**src/rtl/seg_scan_pkg.sv**
```systemverilog
package seg_scan_pkg;

    // Segment vector, bit 0 = a ... bit 6 = g, bit 7 = decimal point.
    typedef struct packed {
        logic dp;
        logic g;
        logic f;
        logic e;
        logic d;
        logic c;
        logic b;
        logic a;
    } seg_t;

    typedef enum logic [1:0] {
        MODE_RAW = 2'd0,
        MODE_HEX = 2'd1,
        MODE_ALT = 2'd2
    } dec_mode_e;

    // Hexadecimal glyphs, returned as g..a.
    function automatic logic [6:0] hex_glyph(input logic [3:0] n);
        logic [6:0] r;
        case (n)
            4'h0: r = 7'h3F;
            4'h1: r = 7'h06;
            4'h2: r = 7'h5B;
            4'h3: r = 7'h4F;
            4'h4: r = 7'h66;
            4'h5: r = 7'h6D;
            4'h6: r = 7'h7D;
            4'h7: r = 7'h07;
            4'h8: r = 7'h7F;
            4'h9: r = 7'h6F;
            4'hA: r = 7'h77;
            4'hB: r = 7'h7C;
            4'hC: r = 7'h39;
            4'hD: r = 7'h5E;
            4'hE: r = 7'h79;
            default: r = 7'h71;
        endcase
        return r;
    endfunction

    // Second character set: numerals, then minus, E, H, L, P, blank.
    function automatic logic [6:0] alt_glyph(input logic [3:0] n);
        logic [6:0] r;
        case (n)
            4'hA: r = 7'h40;
            4'hB: r = 7'h79;
            4'hC: r = 7'h76;
            4'hD: r = 7'h38;
            4'hE: r = 7'h73;
            4'hF: r = 7'h00;
            default: r = hex_glyph(n);
        endcase
        return r;
    endfunction

    // Direct drive: fixed bit permutation, decimal point lit by a zero.
    function automatic seg_t raw_map(input logic [7:0] b);
        seg_t r;
        r.dp = ~b[7];
        r.a  = b[6];
        r.b  = b[5];
        r.c  = b[4];
        r.e  = b[3];
        r.g  = b[2];
        r.f  = b[1];
        r.d  = b[0];
        return r;
    endfunction

endpackage

```
**src/rtl/scan_timer.sv**
```systemverilog
module scan_timer #(
    parameter int DIGITS       = 8,
    parameter int DIGIT_CYCLES = 50000,
    parameter int BLANK_CYCLES = 1000
) (
    input  logic                      clk,
    input  logic                      rst,
    input  logic                      hold_i,
    output logic [$clog2(DIGITS)-1:0] idx_o,
    output logic                      blank_o
);
    localparam int TW = $clog2(DIGIT_CYCLES);
    localparam int IW = $clog2(DIGITS);
    localparam logic [TW-1:0] TICK_LAST = TW'(DIGIT_CYCLES - 1);
    localparam logic [TW-1:0] TICK_LIT  = TW'(BLANK_CYCLES);
    localparam logic [IW-1:0] IDX_LAST  = IW'(DIGITS - 1);

    logic [TW-1:0] tick_q;
    logic [IW-1:0] idx_q;

    always_ff @(posedge clk) begin
        if (rst) begin
            tick_q <= '0;
            idx_q  <= '0;
        end else if (!hold_i) begin
            if (tick_q == TICK_LAST) begin
                tick_q <= '0;
                idx_q  <= (idx_q == IDX_LAST) ? '0 : idx_q + 1'b1;
            end else begin
                tick_q <= tick_q + 1'b1;
            end
        end
    end

    assign idx_o   = idx_q;
    assign blank_o = (tick_q < TICK_LIT);


    freeze_chk: assert property (@(posedge clk) disable iff (rst)
        hold_i |=> ($stable(tick_q) && $stable(idx_q)));


    step_chk: assert property (@(posedge clk) disable iff (rst)
        (!hold_i && tick_q == TICK_LAST) |=>
            (idx_q == (($past(idx_q) == IDX_LAST) ? '0 : IW'($past(idx_q) + 1'b1))));


    dwell_chk: assert property (@(posedge clk) disable iff (rst)
        (tick_q != TICK_LAST) |=> $stable(idx_q));

endmodule

```
**src/rtl/glyph_decoder.sv**
```systemverilog
module glyph_decoder
    import seg_scan_pkg::*;
(
    input  dec_mode_e  mode_i,
    input  logic [7:0] byte_i,
    output seg_t       seg_o
);
    always_comb begin
        unique case (mode_i)
            MODE_HEX: seg_o = {byte_i[7], hex_glyph(byte_i[3:0])};
            MODE_ALT: seg_o = {byte_i[7], alt_glyph(byte_i[3:0])};
            default:  seg_o = raw_map(byte_i);
        endcase
    end
endmodule

```
**src/rtl/drive_stage.sv**
```systemverilog
module drive_stage
    import seg_scan_pkg::*;
#(
    parameter int DIGITS     = 8,
    parameter bit ACTIVE_LOW = 1'b0
) (
    input  logic                      clk,
    input  logic                      rst,
    input  logic                      off_i,
    input  logic                      blank_i,
    input  logic [$clog2(DIGITS)-1:0] idx_i,
    input  seg_t                      seg_i,
    output logic [DIGITS-1:0]         dig_o,
    output logic [7:0]                seg_o
);
    logic [DIGITS-1:0] dig_nx;
    logic [DIGITS-1:0] dig_act_q;
    seg_t              seg_act_q;

    always_comb begin
        dig_nx        = '0;
        dig_nx[idx_i] = 1'b1;
    end

    always_ff @(posedge clk) begin
        if (rst || off_i || blank_i) begin
            dig_act_q <= '0;
            seg_act_q <= '0;
        end else begin
            dig_act_q <= dig_nx;
            seg_act_q <= seg_i;
        end
    end

    generate
        if (ACTIVE_LOW) begin : g_inv
            assign dig_o = ~dig_act_q;
            assign seg_o = ~seg_act_q;
        end else begin : g_pass
            assign dig_o = dig_act_q;
            assign seg_o = seg_act_q;
        end
    endgenerate


    onehot_chk: assert property (@(posedge clk) disable iff (rst)
        $onehot0(dig_act_q));


    gap_chk: assert property (@(posedge clk) disable iff (rst)
        (dig_act_q != '0) |=> (dig_act_q == '0 || dig_act_q == $past(dig_act_q)));


    dark_chk: assert property (@(posedge clk) disable iff (rst)
        (dig_act_q == '0) |-> (seg_act_q == '0));


    shut_off_chk: assert property (@(posedge clk) disable iff (rst)
        off_i |=> (dig_act_q == '0 && seg_act_q == '0));

endmodule

```
**src/rtl/seg_scan_driver.sv**
```systemverilog
module seg_scan_driver
    import seg_scan_pkg::*;
#(
    parameter int DIGITS       = 8,
    parameter int DIGIT_CYCLES = 50000,
    parameter int BLANK_CYCLES = 1000,
    parameter bit ACTIVE_LOW   = 1'b0
) (
    input  logic                      clk,
    input  logic                      rst,
    input  logic                      dec_en_i,
    input  logic                      hex_sel_i,
    input  logic                      shut_i,
    output logic [$clog2(DIGITS)-1:0] rd_addr_o,
    input  logic [7:0]                rd_data_i,
    output logic [DIGITS-1:0]         dig_o,
    output logic [7:0]                seg_o
);
    localparam int IW = $clog2(DIGITS);

    logic [IW-1:0] idx;
    logic          blank;
    dec_mode_e     mode;
    seg_t          glyph;

    assign mode = !dec_en_i ? MODE_RAW : (hex_sel_i ? MODE_HEX : MODE_ALT);

    scan_timer #(
        .DIGITS(DIGITS), .DIGIT_CYCLES(DIGIT_CYCLES), .BLANK_CYCLES(BLANK_CYCLES)
    ) u_timer (
        .clk(clk), .rst(rst), .hold_i(shut_i), .idx_o(idx), .blank_o(blank)
    );

    assign rd_addr_o = idx;

    glyph_decoder u_dec (
        .mode_i(mode), .byte_i(rd_data_i), .seg_o(glyph)
    );

    drive_stage #(
        .DIGITS(DIGITS), .ACTIVE_LOW(ACTIVE_LOW)
    ) u_drv (
        .clk(clk), .rst(rst), .off_i(shut_i), .blank_i(blank),
        .idx_i(idx), .seg_i(glyph), .dig_o(dig_o), .seg_o(seg_o)
    );
endmodule

```
**config.mk**
```make
export PLATFORM = sky130hd
export DESIGN_NAME = seg_scan_driver
export DESIGN_NICKNAME = d
export VERILOG_FILES = /design/src/rtl/seg_scan_pkg.sv /design/src/rtl/scan_timer.sv /design/src/rtl/glyph_decoder.sv /design/src/rtl/drive_stage.sv /design/src/rtl/seg_scan_driver.sv
export SDC_FILE = /design/constraint.sdc
export NUM_CORES = 1
export LEC_CHECK = 0
export ABC_AREA = 1
export BUFFER_PORTS_ARGS = -buffer_cell sky130_fd_sc_hd__buf_2
export CAP_MARGIN = 20
export CORE_UTILIZATION = 45
export CTS_CLUSTER_DIAMETER = 120
export DETAILED_ROUTE_END_ITERATION = 16
export PLACE_DENSITY = 0.69
export SYNTH_ARGS = -nofsm -noshare
export SYNTH_HDL_FRONTEND = slang
export SYNTH_SLANG_ARGS = --single-unit
```
**constraint.sdc**
```tcl
create_clock -name clk -period 2.3 [get_ports clk]
set_input_delay 0.115 -clock clk [delete_from_list [all_inputs] [get_ports clk]]
set_output_delay 0.115 -clock clk [all_outputs]
set_load 0.02 [all_outputs]
```
Word level (Yosys, flattened, before mapping)
Memories as Yosys holds them, arrays and structs flattened.
Cells that the tools add are included.
{"block": "classes", "reduce_logical": 4, "n_lt_le_gt_ge": 3, "bitwise": 2, "eq_ne": 10, "n_mux": 8, "n_addsub": 2}
{"op": "$pmux 7 s6", "count": 1}
{"op": "$eq 4x4->1 const B", "count": 6}
{"op": "$add 16x1->16 const B", "count": 1}
{"op": "$eq 16x16->1 const B", "count": 1}
{"op": "$lt 16x10->1 const B", "count": 1}
{"op": "$mux 16", "count": 1}
{"op": "$pmux 8 s2", "count": 1}
{"op": "$lt 3x4->1 const B", "count": 1}
{"op": "$mux 2", "count": 2}
{"op": "$add 3x1->3 const B", "count": 1}
{"op": "$demux 1 s3", "count": 1}
{"op": "$eq 3x3->1 const B", "count": 1}
{"op": "$ge 3x1->1 const B", "count": 1}
{"op": "$mux 3", "count": 1}
{"op": "$eq 2x1->1 const B", "count": 1}
{"op": "$eq 2x2->1 const B", "count": 1}
{"op": "$logic_or 1x1->1", "count": 2}
{"op": "$not 1->1", "count": 2}
{"op": "$reduce_and 2->1", "count": 1}
{"op": "$logic_and 1x1->1", "count": 1}
{"op": "$mux 1", "count": 1}
{"block": "totals", "register_bits": 35, "wordCells": 42, "mem_count": 2, "rom_bits": 224, "inputBits": 13}
{"memory": "(no name shown)", "depth": 16, "word_bits": 7, "read_ports": 1, "rd_clocked_by_memory_dff": 0, "write_ports": 0, "line": "seg_scan_pkg.sv:24", "source": "case (n)"}
{"memory": "(no name shown)", "depth": 16, "word_bits": 7, "read_ports": 1, "rd_clocked_by_memory_dff": 0, "write_ports": 0, "line": "seg_scan_pkg.sv:24"}

Longest topological paths before layout
{"block": "logic_depth", "depth_word": 4, "ltp_mapped": 9, "ltp_nobuf": 9}

Hierarchy
A second synthesis with hierarchy kept.
{"block": "unflattened", "cells_unflattened": 354, "hier_area_um2": 2270.9}
{"module": "scan_timer", "area_each_um2": 1076.0, "n_inst": 1, "seq_area_each_um2": 380.4, "cells_per_inst": 164}
{"module": "glyph_decoder", "area_each_um2": 663.1, "n_inst": 1, "seq_area_each_um2": 0.0, "cells_per_inst": 131}
{"module": "drive_stage", "area_each_um2": 514.2, "n_inst": 1, "seq_area_each_um2": 320.3, "cells_per_inst": 55}
{"module": "seg_scan_driver", "area_each_um2": 17.5, "n_inst": 1, "seq_area_each_um2": 0.0, "cells_per_inst": 4}

Worst setup path after synthesis
No wires, ideal clock.
{"block": "synth_path", "path_type": "register to register", "start": "reg u_timer.idx_q[0], in the netlist u_timer.idx_o[0]", "end": "reg u_timer.idx_q[0], in the netlist u_timer.idx_o[0]", "path_slack_ns": 1.005, "period_less_slack_ns": 1.295, "stages_incl_launch_ff": 6, "path_buffers": 0, "t_arrival_ns": 1.179, "setup_ns": 0.116, "cell_sequence": "dfxtp_1 -> ha_1 -> ha_1 -> nor2_1 -> o21ai_0 -> nor2_1"}
{"block": "synth_between", "elab_chain_cells": 2, "word_cells_on_any_way": 3, "classes_between": "add/sub: 1; eq/ne: 1; mux: 1"}
{"element": "from (decl)", "line": "scan_timer.sv:19", "source": "logic [IW-1:0] idx_q;"}
{"element": "from (signal assigned)", "line": "scan_timer.sv:28", "source": "idx_q <= (idx_q == IDX_LAST) ? '0 : idx_q + 1'b1;"}
{"element": "$add 3x1->3 / $eq 3x3->1 (equally long branches)", "line": "scan_timer.sv:28"}
{"element": "$mux 3 (*)", "line": "scan_timer.sv:28"}
Every way passes the cells marked *; elsewhere a longest branch is shown, timed or not.
A chain may end at the register's enable or synchronous reset.

Worst setup path after layout
{"block": "layout_path", "start": "reg u_timer.tick_q[0]", "end": "reg u_timer.tick_q[9]"}
{"block": "layout_between", "elab_chain_cells": 2, "word_cells_on_any_way": 3, "classes_between": "add/sub: 1; eq/ne: 1; mux: 1"}
{"element": "from (decl)", "line": "scan_timer.sv:18", "source": "logic [TW-1:0] tick_q;"}
{"element": "from (signal assigned)", "line": "scan_timer.sv:30", "source": "tick_q <= tick_q + 1'b1;"}
{"element": "$add 16x1->16 / $eq 16x16->1 (equally long branches)", "line": "scan_timer.sv:30, scan_timer.sv:26"}
{"element": "$mux 16 (*)", "line": "scan_timer.sv:26", "source": "if (tick_q == TICK_LAST) begin"}
Marks and branches as above.

==> out/results.txt <==
DRT iter0 DRCs - 86
most used cells in the layout excluding fill and tap cells - nand2_1, nor2_1, dfxtp_1
HPWL Detailed - 3300 um
cell leakage power - 1.16 nW
DR DRC count - 0
Final Setup Violations - 0
CTS buffer count - 5
post-route setup TNS - 0 ns
Final WS setup - 0.853 ns
die height - 70.2 um
Synth Register Bits - 35
pin count of the biggest net entering global routing - 17
fin crit share - 62.9%
Max-cap violations - 0
Die ar. - 0.00493 mm^2
core area - 0.00441 mm^2
commonest non-fill, non-tap cell in the layout - nand2_1
Mapped Nets - 331
worst-path fanout max - 6
WHS - 0.105 ns
CP bufs+invs - 1
Via Count - 1984
number of gates given a new drive strength after cts - 0
num ports - 32
synth unique cells - 28
outcome - finished, final reports clean
synthesized area per cell - 6.78 um^2
Slowest cell on crit path - dfxtp_1
Setup Crit Path Kind - register to register
WL per Instance - 11.0 um
WP data arrival - 1.63 ns
first-pass GRT wire length - 7470 um
final instance area - 0.00236 mm^2
fin. max-slew vios - 0
Final min period - 1.45 ns
Worst-path clk slew - 0.07 ns
max incr delay on CP - 0.37 ns
HP Class - input pin to register
CP Capture Type - register
all-layer global routing usage - 18.8%
cell row count - 24
CP Launch Type - register
Mapped Cells - 309
Post-layout nets - 364
peak supply drop - 0.212 mV
# port buffers - 31
clock latency on the worst-skew pair - 0.29 ns
critical path required time - 2.48 ns
Clock Path Buffers - 2
vias in the first global route - 1759
DP Worst Slack - 0.842 ns
P&R area growth vs syn - 12.4%
Synthesis Warnings - 0
RePlAce Congestion - 0.933
Least-Margin Pin Slew - 0.387 ns
cell family with most CP delay - simple AND/OR/NAND/NOR gates
CTS Root Cell - clkbuf_8
register area share after synthesis - 33.4%
CP most frequent cell - nand2_1
DP Area - 0.00227 mm^2
fmax - 691 MHz
clock sink total - 35
Cell Area, Synth - 0.00210 mm^2
slew margin rel. - 74.1%
final hold viol count - 0
unrepaired setup endpoints after global routing - no
CP Cell Sequence - ha_1, nand2_1, inv_1, nand2_1, nor2_1, nand3_1, nand2_1, nor2_1
CTS tree - built
Clock Skew - 0.00608 ns
post-route ant nets - 0
placed cell count - 387
antenna cells - 0
layout cells sized above 1 - 19.0%
WL final - 4340 um
die width - 70.2 um
via/cell ratio - 5.02
Layout Cells excl Fill - 395
grt ovf - 0
CTS HTree Levels - 2
hold buffers post-CTS - 0
initial core utilization - 47.5%
initial antenna violation count - 0
Cell Pwr Density - 496 mW/mm^2
# Post-CTS Setup Buffers - 0
TritonRoute pass-1 iters - 4
final cells by class:
type                    count  area (um^2)
clock buffers               6         72.6
inverters                  38          143
multi-input cells         231         1210
fillers                   446         2060
clock inverters             2         12.5
well taps                  52         65.1
repair buffers             31          155
flip-flops and latches     35          701
registers in the layout (all words and copies together), names as in the netlist:
signal	count
u_drv.dig_o	8
u_drv.seg_o	8
u_timer.idx_o	3
u_timer.tick_q	16
worst reg2reg max path, delay by kind of cell (launching register included):
family                     cells  cell delay [ns]
adders and majority gates      1             0.17
and+or+nand+nor                6             0.72
DFF                            1             0.37
buffers and inverters          1             0.08
report_power, final:
part | leakage (nW) | total, mW | internal [mW] | switching, mW
combinational | 0.834 | 0.129 | 0.0430 | 0.0861
sequential | 0.282 | 0.613 | 0.610 | 0.00329
clock | 0.0412 | 0.426 | 0.211 | 0.215
layer usage:
metal,vias up,part of all wire (%),track usage (%)
li1,1045,-,-
met5,-,0,0
met3,7,6.2,4.04
met4,0,1.7,8.00
met2,69,43,29.3
met1,863,49,24.9
synthesized netlist by cell type, drive strengths merged:
| library cell | n | share of area (%) |
|---|---|---|
| nor2 | 55 | 12 |
| nand3 | 29 | 7.2 |
| a21oi | 11 | 3.9 |
| nand2 | 83 | 16 |
| nor3 | 18 | 5.9 |
| nand4 | 4 | 1.2 |
| inv | 37 | 6.6 |
| dfxtp | 35 | 33 |
| xor2 | 5 | 2.1 |
| nor3b | 1 | 0.36 |
| a31oi | 1 | 0.30 |
| o21ai | 13 | 3.1 |
| a21boi | 1 | 0.36 |
| ha | 9 | 5.4 |
| or2 | 1 | 0.30 |
| clkinv | 1 | 0.18 |
| buf | 5 | 2.1 |
logic make-up after synthesis:
kind of cell	synth area share, %
compound gates	7.64
xor+xnor	2.09
fa+ha+maj	5.37
buf+inv	8.95
flops	33.4
simple gates	42.5
final timing paths:
check / slack, ns / endpoint / from / depth (start not counted)
max: 0.85 / u_timer.tick_q[9]$_SDFFE_PP0N_ / u_timer.tick_q[0]$_SDFFE_PP0N_ / 8
min: 0.10 / u_timer.tick_q[7]$_SDFFE_PP0N_ / rst / 2
max reg2reg: 0.85 / u_timer.tick_q[9]$_SDFFE_PP0N_ / u_timer.tick_q[0]$_SDFFE_PP0N_ / 8
min reg2reg: 0.53 / u_timer.tick_q[14]$_SDFFE_PP0N_ / u_timer.tick_q[14]$_SDFFE_PP0N_ / 2
through the flow:
stage / power [mW] / util, %
2_1_floorplan: 0.720 / -
3_3_place_gp: 0.755 / 51.4
3_5_place_dp: 0.754 / 51.4
4_1_cts: 1.18 / 53.4
5_1_grt: 1.23 / 53.4
6_report: 1.17 / 53.4
Power figures use the tool's default switching activity.
